--- config.mk ---
export PLATFORM = sky130hd
export DESIGN_NAME = irq_status_ctrl
export DESIGN_NICKNAME = d
export VERILOG_FILES = /design/src/rtl/isc_pkg.sv /design/src/rtl/isc_sticky_bits.sv /design/src/rtl/isc_err_mask.sv /design/src/rtl/isc_ch_ctrl.sv /design/src/rtl/irq_status_ctrl.sv
export SDC_FILE = /design/constraint.sdc
export NUM_CORES = 1
export LEC_CHECK = 0
export ABC_AREA = 1
export BUFFER_PORTS_ARGS = -buffer_cell sky130_fd_sc_hd__buf_2
export CAP_MARGIN = 30
export CORE_MARGIN = 2
export CORE_UTILIZATION = 24
export DETAILED_ROUTE_END_ITERATION = 8
export GPL_ROUTABILITY_DRIVEN = 0
export PLACE_DENSITY = 0.44
export SLEW_MARGIN = 20
export SYNTH_ARGS = -nofsm -noshare
export SYNTH_HDL_FRONTEND = slang
export SYNTH_SLANG_ARGS = --single-unit
--- constraint.sdc ---
create_clock -name clk -period 1.85 [get_ports clk]
set_input_delay 0.2775 -clock clk [delete_from_list [all_inputs] [get_ports clk]]
set_output_delay 0.2775 -clock clk [all_outputs]
set_load 0.005 [all_outputs]
--- src/rtl/isc_pkg.sv ---
package isc_pkg;
    localparam int NUM_TYPES    = 5;   // event kinds per channel
    localparam int NUM_ERR      = 5;   // global error sources
    localparam int CTRL_EN_LSB  = 13;  // lowest enable bit in a channel control word
    localparam int ADDR_STATUS  = 0;
    localparam int ADDR_ERRMASK = 1;
    localparam int ADDR_CH_BASE = 2;

    typedef enum logic [2:0] {
        EVT_FS     = 3'd0,
        EVT_FE     = 3'd1,
        EVT_FE_ACK = 3'd2,
        EVT_LE     = 3'd3,
        EVT_LE_ACK = 3'd4
    } evt_kind_e;
endpackage

--- src/rtl/isc_sticky_bits.sv ---
module isc_sticky_bits #(
    parameter int W = 25
) (
    input  logic         clk,
    input  logic         rst_n,
    input  logic [W-1:0] set_i,
    input  logic [W-1:0] clr_i,
    output logic [W-1:0] q_o
);
    for (genvar i = 0; i < W; i++) begin : g_bit
        logic bit_q;
        always_ff @(posedge clk) begin
            if (!rst_n)
                bit_q <= 1'b0;
            else if (set_i[i])
                bit_q <= 1'b1;   // new event wins over a same-cycle clear
            else if (clr_i[i])
                bit_q <= 1'b0;
        end
        assign q_o[i] = bit_q;
    end
endmodule

--- src/rtl/isc_err_mask.sv ---
module isc_err_mask #(
    parameter int ADDR_W = 3,
    parameter int DATA_W = 32
) (
    input  logic                         clk,
    input  logic                         rst_n,
    input  logic                         wr_en_i,
    input  logic [ADDR_W-1:0]            wr_addr_i,
    input  logic [DATA_W-1:0]            wr_data_i,
    output logic [isc_pkg::NUM_ERR-1:0]  mask_o
);
    import isc_pkg::*;

    logic hit;
    assign hit = wr_en_i && (wr_addr_i == ADDR_W'(ADDR_ERRMASK));

    always_ff @(posedge clk) begin
        if (!rst_n)
            mask_o <= '0;
        else if (hit)
            mask_o <= wr_data_i[NUM_ERR-1:0];
    end
endmodule

--- src/rtl/isc_ch_ctrl.sv ---
module isc_ch_ctrl #(
    parameter int NUM_CH = 4,
    parameter int ADDR_W = 3,
    parameter int DATA_W = 32
) (
    input  logic                                  clk,
    input  logic                                  rst_n,
    input  logic                                  wr_en_i,
    input  logic [ADDR_W-1:0]                     wr_addr_i,
    input  logic [DATA_W-1:0]                     wr_data_i,
    input  logic [ADDR_W-1:0]                     rd_addr_i,
    output logic [NUM_CH*isc_pkg::NUM_TYPES-1:0]  en_o,
    output logic [DATA_W-1:0]                     rd_data_o
);
    import isc_pkg::*;

    localparam int EN_MSB = CTRL_EN_LSB + NUM_TYPES - 1;

    logic [NUM_CH-1:0][DATA_W-1:0] word;

    for (genvar c = 0; c < NUM_CH; c++) begin : g_ch
        logic [NUM_TYPES-1:0] en_q;
        logic                 hit;

        assign hit = wr_en_i && (wr_addr_i == ADDR_W'(ADDR_CH_BASE + c));

        always_ff @(posedge clk) begin
            if (!rst_n)
                en_q <= '0;
            else if (hit)
                en_q <= wr_data_i[EN_MSB:CTRL_EN_LSB];
        end

        assign en_o[c*NUM_TYPES +: NUM_TYPES] = en_q;

        always_comb begin
            word[c] = '0;
            word[c][EN_MSB:CTRL_EN_LSB] = en_q;
        end
    end

    always_comb begin
        rd_data_o = '0;
        for (int c = 0; c < NUM_CH; c++) begin
            if (rd_addr_i == ADDR_W'(ADDR_CH_BASE + c))
                rd_data_o = word[c];
        end
    end
endmodule

--- src/rtl/irq_status_ctrl.sv ---
module irq_status_ctrl #(
    parameter int NUM_CH = 4,
    parameter int ADDR_W = 3,
    parameter int DATA_W = 32
) (
    input  logic                          clk,
    input  logic                          rst_n,
    input  logic [NUM_CH-1:0]             fs_evt_i,
    input  logic [NUM_CH-1:0]             fe_evt_i,
    input  logic [NUM_CH-1:0]             fe_ack_evt_i,
    input  logic [NUM_CH-1:0]             le_evt_i,
    input  logic [NUM_CH-1:0]             le_ack_evt_i,
    input  logic [isc_pkg::NUM_ERR-1:0]   err_evt_i,
    input  logic                          wr_en_i,
    input  logic [ADDR_W-1:0]             wr_addr_i,
    input  logic [DATA_W-1:0]             wr_data_i,
    input  logic [ADDR_W-1:0]             rd_addr_i,
    output logic [DATA_W-1:0]             rd_data_o,
    output logic                          irq_o
);
    import isc_pkg::*;

    localparam int ERR_BASE = NUM_TYPES * NUM_CH;
    localparam int STAT_W   = ERR_BASE + NUM_ERR;

    logic [NUM_TYPES-1:0][NUM_CH-1:0] evt_by_kind;
    logic [NUM_CH*NUM_TYPES-1:0]      ch_en;
    logic [NUM_ERR-1:0]               err_mask;
    logic [STAT_W-1:0]                set_vec;
    logic [STAT_W-1:0]                clr_vec;
    logic [STAT_W-1:0]                stat_q;
    logic [DATA_W-1:0]                ch_rd;

    assign evt_by_kind[EVT_FS]     = fs_evt_i;
    assign evt_by_kind[EVT_FE]     = fe_evt_i;
    assign evt_by_kind[EVT_FE_ACK] = fe_ack_evt_i;
    assign evt_by_kind[EVT_LE]     = le_evt_i;
    assign evt_by_kind[EVT_LE_ACK] = le_ack_evt_i;

    isc_ch_ctrl #(.NUM_CH(NUM_CH), .ADDR_W(ADDR_W), .DATA_W(DATA_W)) u_ch_ctrl (
        .clk       (clk),
        .rst_n     (rst_n),
        .wr_en_i   (wr_en_i),
        .wr_addr_i (wr_addr_i),
        .wr_data_i (wr_data_i),
        .rd_addr_i (rd_addr_i),
        .en_o      (ch_en),
        .rd_data_o (ch_rd)
    );

    isc_err_mask #(.ADDR_W(ADDR_W), .DATA_W(DATA_W)) u_err_mask (
        .clk       (clk),
        .rst_n     (rst_n),
        .wr_en_i   (wr_en_i),
        .wr_addr_i (wr_addr_i),
        .wr_data_i (wr_data_i),
        .mask_o    (err_mask)
    );

    // status layout: kind k of channel c at k*NUM_CH + c, errors after
    for (genvar k = 0; k < NUM_TYPES; k++) begin : g_kind
        for (genvar c = 0; c < NUM_CH; c++) begin : g_ch
            assign set_vec[k*NUM_CH + c] = evt_by_kind[k][c] & ch_en[c*NUM_TYPES + k];
        end
    end
    for (genvar e = 0; e < NUM_ERR; e++) begin : g_err
        assign set_vec[ERR_BASE + e] = err_evt_i[e] & err_mask[e];
    end

    assign clr_vec = (wr_en_i && (wr_addr_i == ADDR_W'(ADDR_STATUS)))
                   ? wr_data_i[STAT_W-1:0] : '0;

    isc_sticky_bits #(.W(STAT_W)) u_status (
        .clk   (clk),
        .rst_n (rst_n),
        .set_i (set_vec),
        .clr_i (clr_vec),
        .q_o   (stat_q)
    );

    assign irq_o = |stat_q;

    always_comb begin
        rd_data_o = '0;
        if (rd_addr_i == ADDR_W'(ADDR_STATUS))
            rd_data_o[STAT_W-1:0] = stat_q;
        else if (rd_addr_i == ADDR_W'(ADDR_ERRMASK))
            rd_data_o[NUM_ERR-1:0] = err_mask;
        else
            rd_data_o = ch_rd;
    end
endmodule

# Word-level counts from Yosys, hierarchy flattened
# Index checks and enable logic that the tools add are counted.
totals:
  register_bits: 50
  input_bits: 66
  output_inout_bits: 33
classes:
  eq_ne: 10
  bitwise_logic: 25
  reduce_logical: 34
  muxes: 59
op_table:
  columns: ["operator", "count"]
  rows:
  - ["2-to-1 mux 18 bit", 4]
  - ["2-to-1 mux 1 bit", 50]
  - ["2-to-1 mux 25 bit", 2]
  - ["nonzero test 2 bit", 25]
  - ["2-to-1 mux 27 bit", 1]
  - ["bitwise AND 1 bit", 25]
  - ["OR reduction 25 bit", 1]
  - ["equality test 3 x 2 -> 1 bit, second input constant", 4]
  - ["equality test 3 bit, second input constant", 4]
  - ["2-to-1 mux 7 bit", 1]
  - ["equality test 3 x 1 -> 1 bit, second input constant", 2]
  - ["logical AND 1 bit", 6]
  - ["logical NOT 3 bit", 2]
  - ["2-to-1 mux 5 bit", 1]

# Longest topological paths before layout
logic_depth:
  ltp_word: 7
  depth_mapped: 8
  depth_no_buf: 7

# Hierarchy
# A second synthesis with hierarchy kept.
unflattened:
  cells_unflattened: 625
  area_unflattened_um2: 3708.6
by_module_without_submodules:
  columns: ["module", "n_inst", "cells_per_inst", "area_each_um2"]
  rows:
  - ["isc_ch_ctrl", 1, 212, 1348.8]
  - ["isc_sticky_bits", 1, 153, 1196.1]
  - ["irq_status_ctrl", 1, 227, 938.4]
  - ["isc_err_mask", 1, 33, 225.2]

# Worst setup path before layout
# OpenSTA, ideal clock, no wires.
synth_path:
  kind: "input -> output"
  start: "input rd_addr_i[0]"
  end: "output rd_data_o[17]"
  t_arrival_ns: 0.966
  stages: 6
  t_required_ns: 1.572
  path_buffers: 1
  slack_ns: 0.606
  path_cell_list: "buf_2 -> nor2_1 -> nand2_2 -> inv_1 -> nand2_1 -> nand3_1"
synth_between:
  elab_chain_len: 7
  word_cells_on_any_way: 12
  cone_classes: "eq/ne: 5; mux: 6; reduce/logical: 1"
synth_rtl:
  columns: ["element", "line_no", "rtl"]
  rows:
  - ["from (decl)", "irq_status_ctrl.sv:17", "input logic [ADDR_W-1:0] rd_addr_i,"]
  - ["equality test 3 x 2 -> 1 bit", "isc_ch_ctrl.sv:45", "if (rd_addr_i == ADDR_W'(ADDR_CH_BASE + c))"]
  - ["2-to-1 mux 18 bit (4 in a row)", "isc_ch_ctrl.sv:45", null]
  - ["2-to-1 mux 27 bit", "irq_status_ctrl.sv:87", "else if (rd_addr_i == ADDR_W'(ADDR_ERRMASK))"]
  - ["2-to-1 mux 25 bit (*)", "irq_status_ctrl.sv:85", "if (rd_addr_i == ADDR_W'(ADDR_STATUS))"]
  - ["to (decl)", "irq_status_ctrl.sv:18", "output logic [DATA_W-1:0] rd_data_o,"]
# Mark *: on every way between the ends. The rest lies on a longest branch, timed or not.

# Worst setup path in the final report
layout_path:
  start: "input rd_addr_i[2]"
  end: "output rd_data_o[4]"
layout_between:
  elab_chain_len: 6
  word_cells_on_any_way: 10
  cone_classes: "eq/ne: 4; mux: 5; reduce/logical: 1"
layout_rtl:
  columns: ["element", "line_no"]
  rows:
  - ["equality test 3 x 2 -> 1 bit", "isc_ch_ctrl.sv:45"]
  - ["2-to-1 mux 18 bit (3 in a row)", "isc_ch_ctrl.sv:45"]
  - ["2-to-1 mux 5 bit", "irq_status_ctrl.sv:87"]
  - ["2-to-1 mux 25 bit (*)", "irq_status_ctrl.sv:85"]
# Marks and branches as above.

==> flow_summary_export.csv <==
group,metric,value,unit
layout,final_nets,534,
die,core_area,0.00982,sq mm
die,chipHeight,105,um
global_routing,grt_pass1_vias,2533,
status,status,"finished clean",
clock_network,postCtsHoldBufs,0,
critical_path,start_kind,"primary input",
synthesis,synthCells,382,
sta,setup_viol,0,
global_routing,overflow,0,
hold_path,hp-class,"primary input to register",
layout,drive_gt1_share,21.7,%
detailed_routing,num_vias,2561,
critical_path,worstPathRequired,1.57,ns
die,rows,36,
detailed_routing,drtAntennaViolNets,0,
sta,timing.final.ws_setup,0.249,ns
critical_path,arrival,1.32,ns
placed_design,port_buffers,84,
synthesis,synthesis.area,0.00245,sq mm
layout,layout-area-overhead-vs-synth,25.5,%
sta,hold_violations,0,
run,drv_cap,0,
synthesis,yosys_register_bits,50,
power_and_ir_drop,p_leak,1.36,nW
sta,period_share,86.5,%
sta,fin_crit,1.60,ns
detailed_routing,drcViolationCount,0,
synthesis,synth_cell_types,24,
clock_network,numCtsBuffers,5,
global_routing,grt_max_degree,26,
power_and_ir_drop,power.density,669,mW/mm^2
synthesis,ys_warn_count,0,
sta,max_freq,625,MHz
die,start_util,24.9,%
clock_network,cts-root-buf,"clkbuf_8",
placed_design,preCtsSetupSlack,0.247,ns
layout,seqCellArea,0.00100,sq mm
clock_network,clock-sinks,50,
layout,fillers,1165,
sta,setup_tns,0,ns
global_routing,grt_pass1_wl,12.8,mm
critical_path,end_kind,"primary output",
clock_network,cts_tree,"built",
synthesis,synth_area_per_cell,6.41,sq um
clock_network,cts_resized,0,
placed_design,dp_hpwl,6.28,mm
die,ios,99,
clock_network,clk_path_buf_depth,2,
critical_path,crit_type,"primary input to primary output",
clock_network,path_clk_slew,0.10,ns
critical_path,cp_max_fo,7,
detailed_routing,wl_per_cell,13.4,um
detailed_routing,totalWireLength,8.04,mm
global_routing,antenna_found_initial,0,
power_and_ir_drop,ir_drop,0.000280,V
sta,rsz0062_at_grt,"false",
die,die_x,105,um
detailed_routing,dr.first_iter.drc_count,100,
clock_network,htreeDepth,2,
sta,slew_violations,0,
detailed_routing,vias_per_cell,4.25,
sta,skew,0.0126,ns
die,dieArea,0.0110,sq mm
clock_network,clock_latency,0.30,ns
synthesis,yosysSeqAreaShare,40.9,%
clock_network,cts_setup_buffers,0,
layout,antenna_cells,0,
global_routing,grt_usage,14.9,%
detailed_routing,firstDrtPassIters,4,
layout,multi_input_area,0.00120,sq mm
-- per-stage QoR --
stage | util, % | std cells | power [W] | area, sq um | hold slack, ns
global placement | 30.4 | 594 | 0.00144 | 2990 | 0.447
detailed placement | 30.4 | 594 | 0.00144 | 2990 | 0.451
CTS | 31.3 | 602 | 0.00208 | 3080 | 0.206
floorplan | - | 388 | 0.00130 | 2470 | 0.412
global route | 31.3 | 602 | 0.00217 | 3080 | 0.205
finish | 31.3 | 602 | 0.00206 | 3080 | 0.210
-- report_power, final --
group	internal (W)	switching [W]
combinational	0.000110	0.000173
sequential	0.00111	0.0000223
clock	0.000268	0.000377
-- state kept, by name, summed over array words and instances (netlist names) --
signal and cells:
u_ch_ctrl.g_ch.en_q 20, u_status.g_bit.bit_q 25, u_err_mask.mask_o 5
-- logic make-up (layout without fill, tap and decap cells) --
group	after synthesis	after routing	synth area share, %
other	1	7	0.153
AND/OR/NAND/NOR	201	201	33.2
buffers and inverters	61	142	11.1
AO/OA/AOI/OAI	69	69	14.6
flip-flops	50	50	40.9
-- cell usage after synthesis --
cell      number  area, sq um
nand3_1        4         20.0
clkbuf_1       4         15.0
buf_6          2         22.5
nand2_1      130          488
o22ai_1        2         12.5
nand4_1        4         25.0
buf_4          7         52.6
nand4_2        1         12.5
nor3_2         1         10.0
nand3_2        1         10.0
nor3_1         3         15.0
nor2_1        53          199
inv_1         44          165
conb_1         1         3.75
buf_2          2         10.0
nor2_4         2         22.5
inv_2          1         3.75
and3_1         1         6.26
a21oi_1       40          200
dfxtp_1       50         1000
o21ai_0       23          115
o211ai_1       4         30.0
nand2_2        1         6.26
clkinv_1       1         3.75
-- worst max-delay path: stages --
cell     delay (ns)
buf_2          0.14
inv_1          0.17
nand3_1        0.25
o21ai_0        0.32
buf_2          0.17
-- placed cells by master, fill, tap and decap left out --
cell type,instances
nand4_1,4
inv_1,44
inv_2,1
nand3_1,4
clkinv_4,1
clkbuf_1,1
nand3_2,1
nor2_4,2
nor2_1,53
a21oi_1,40
buf_2,84
dfxtp_1,50
and3_1,1
clkinv_2,1
clkbuf_8,5
o211ai_1,4
conb_1,7
o21ai_0,23
nand2_2,1
nand2_1,130
o22ai_1,2
nor3_2,1
clkinv_1,1
nor3_1,3
nand4_2,1
buf_4,4
-- path summary, 6_finish.rpt --
path	slack [ns]	to	depth (start not counted)	from
max	0.25	rd_data_o[4]	5	rd_addr_i[2]
min	0.21	u_status.g_bit[23].bit_q$_SDFFE_PN0P_	3	err_evt_i[3]
max reg2reg	1.15	u_ch_ctrl.g_ch[2].en_q[2]$_SDFFE_PN0P_	2	u_ch_ctrl.g_ch[2].en_q[2]$_SDFFE_PN0P_
min reg2reg	0.46	u_status.g_bit[13].bit_q$_SDFFE_PN0P_	2	u_ch_ctrl.g_ch[1].en_q[3]$_SDFFE_PN0P_
-- cell type report --
cell class	count	share of cell area [%]
repair buffers	88	14.6
inverters	46	5.61
well taps	133	5.41
flip-flops and latches	50	32.5
clock inverters	2	0.448
clock buffers	6	2.36
multi-input cells	277	39.0
-- layer usage --
| metal | vias to the layer above | share of wire (%) | global-route usage [%] |
|---|---|---|---|
| li1 | 1350 | - | - |
| met5 | - | 0 | 0 |
| met3 | 2 | 5.7 | 2.93 |
| met4 | 0 | 0.36 | 2.67 |
| met1 | 1141 | 49 | 20.1 |
| met2 | 68 | 45 | 24.8 |
(Power assumes the default switching activity.)
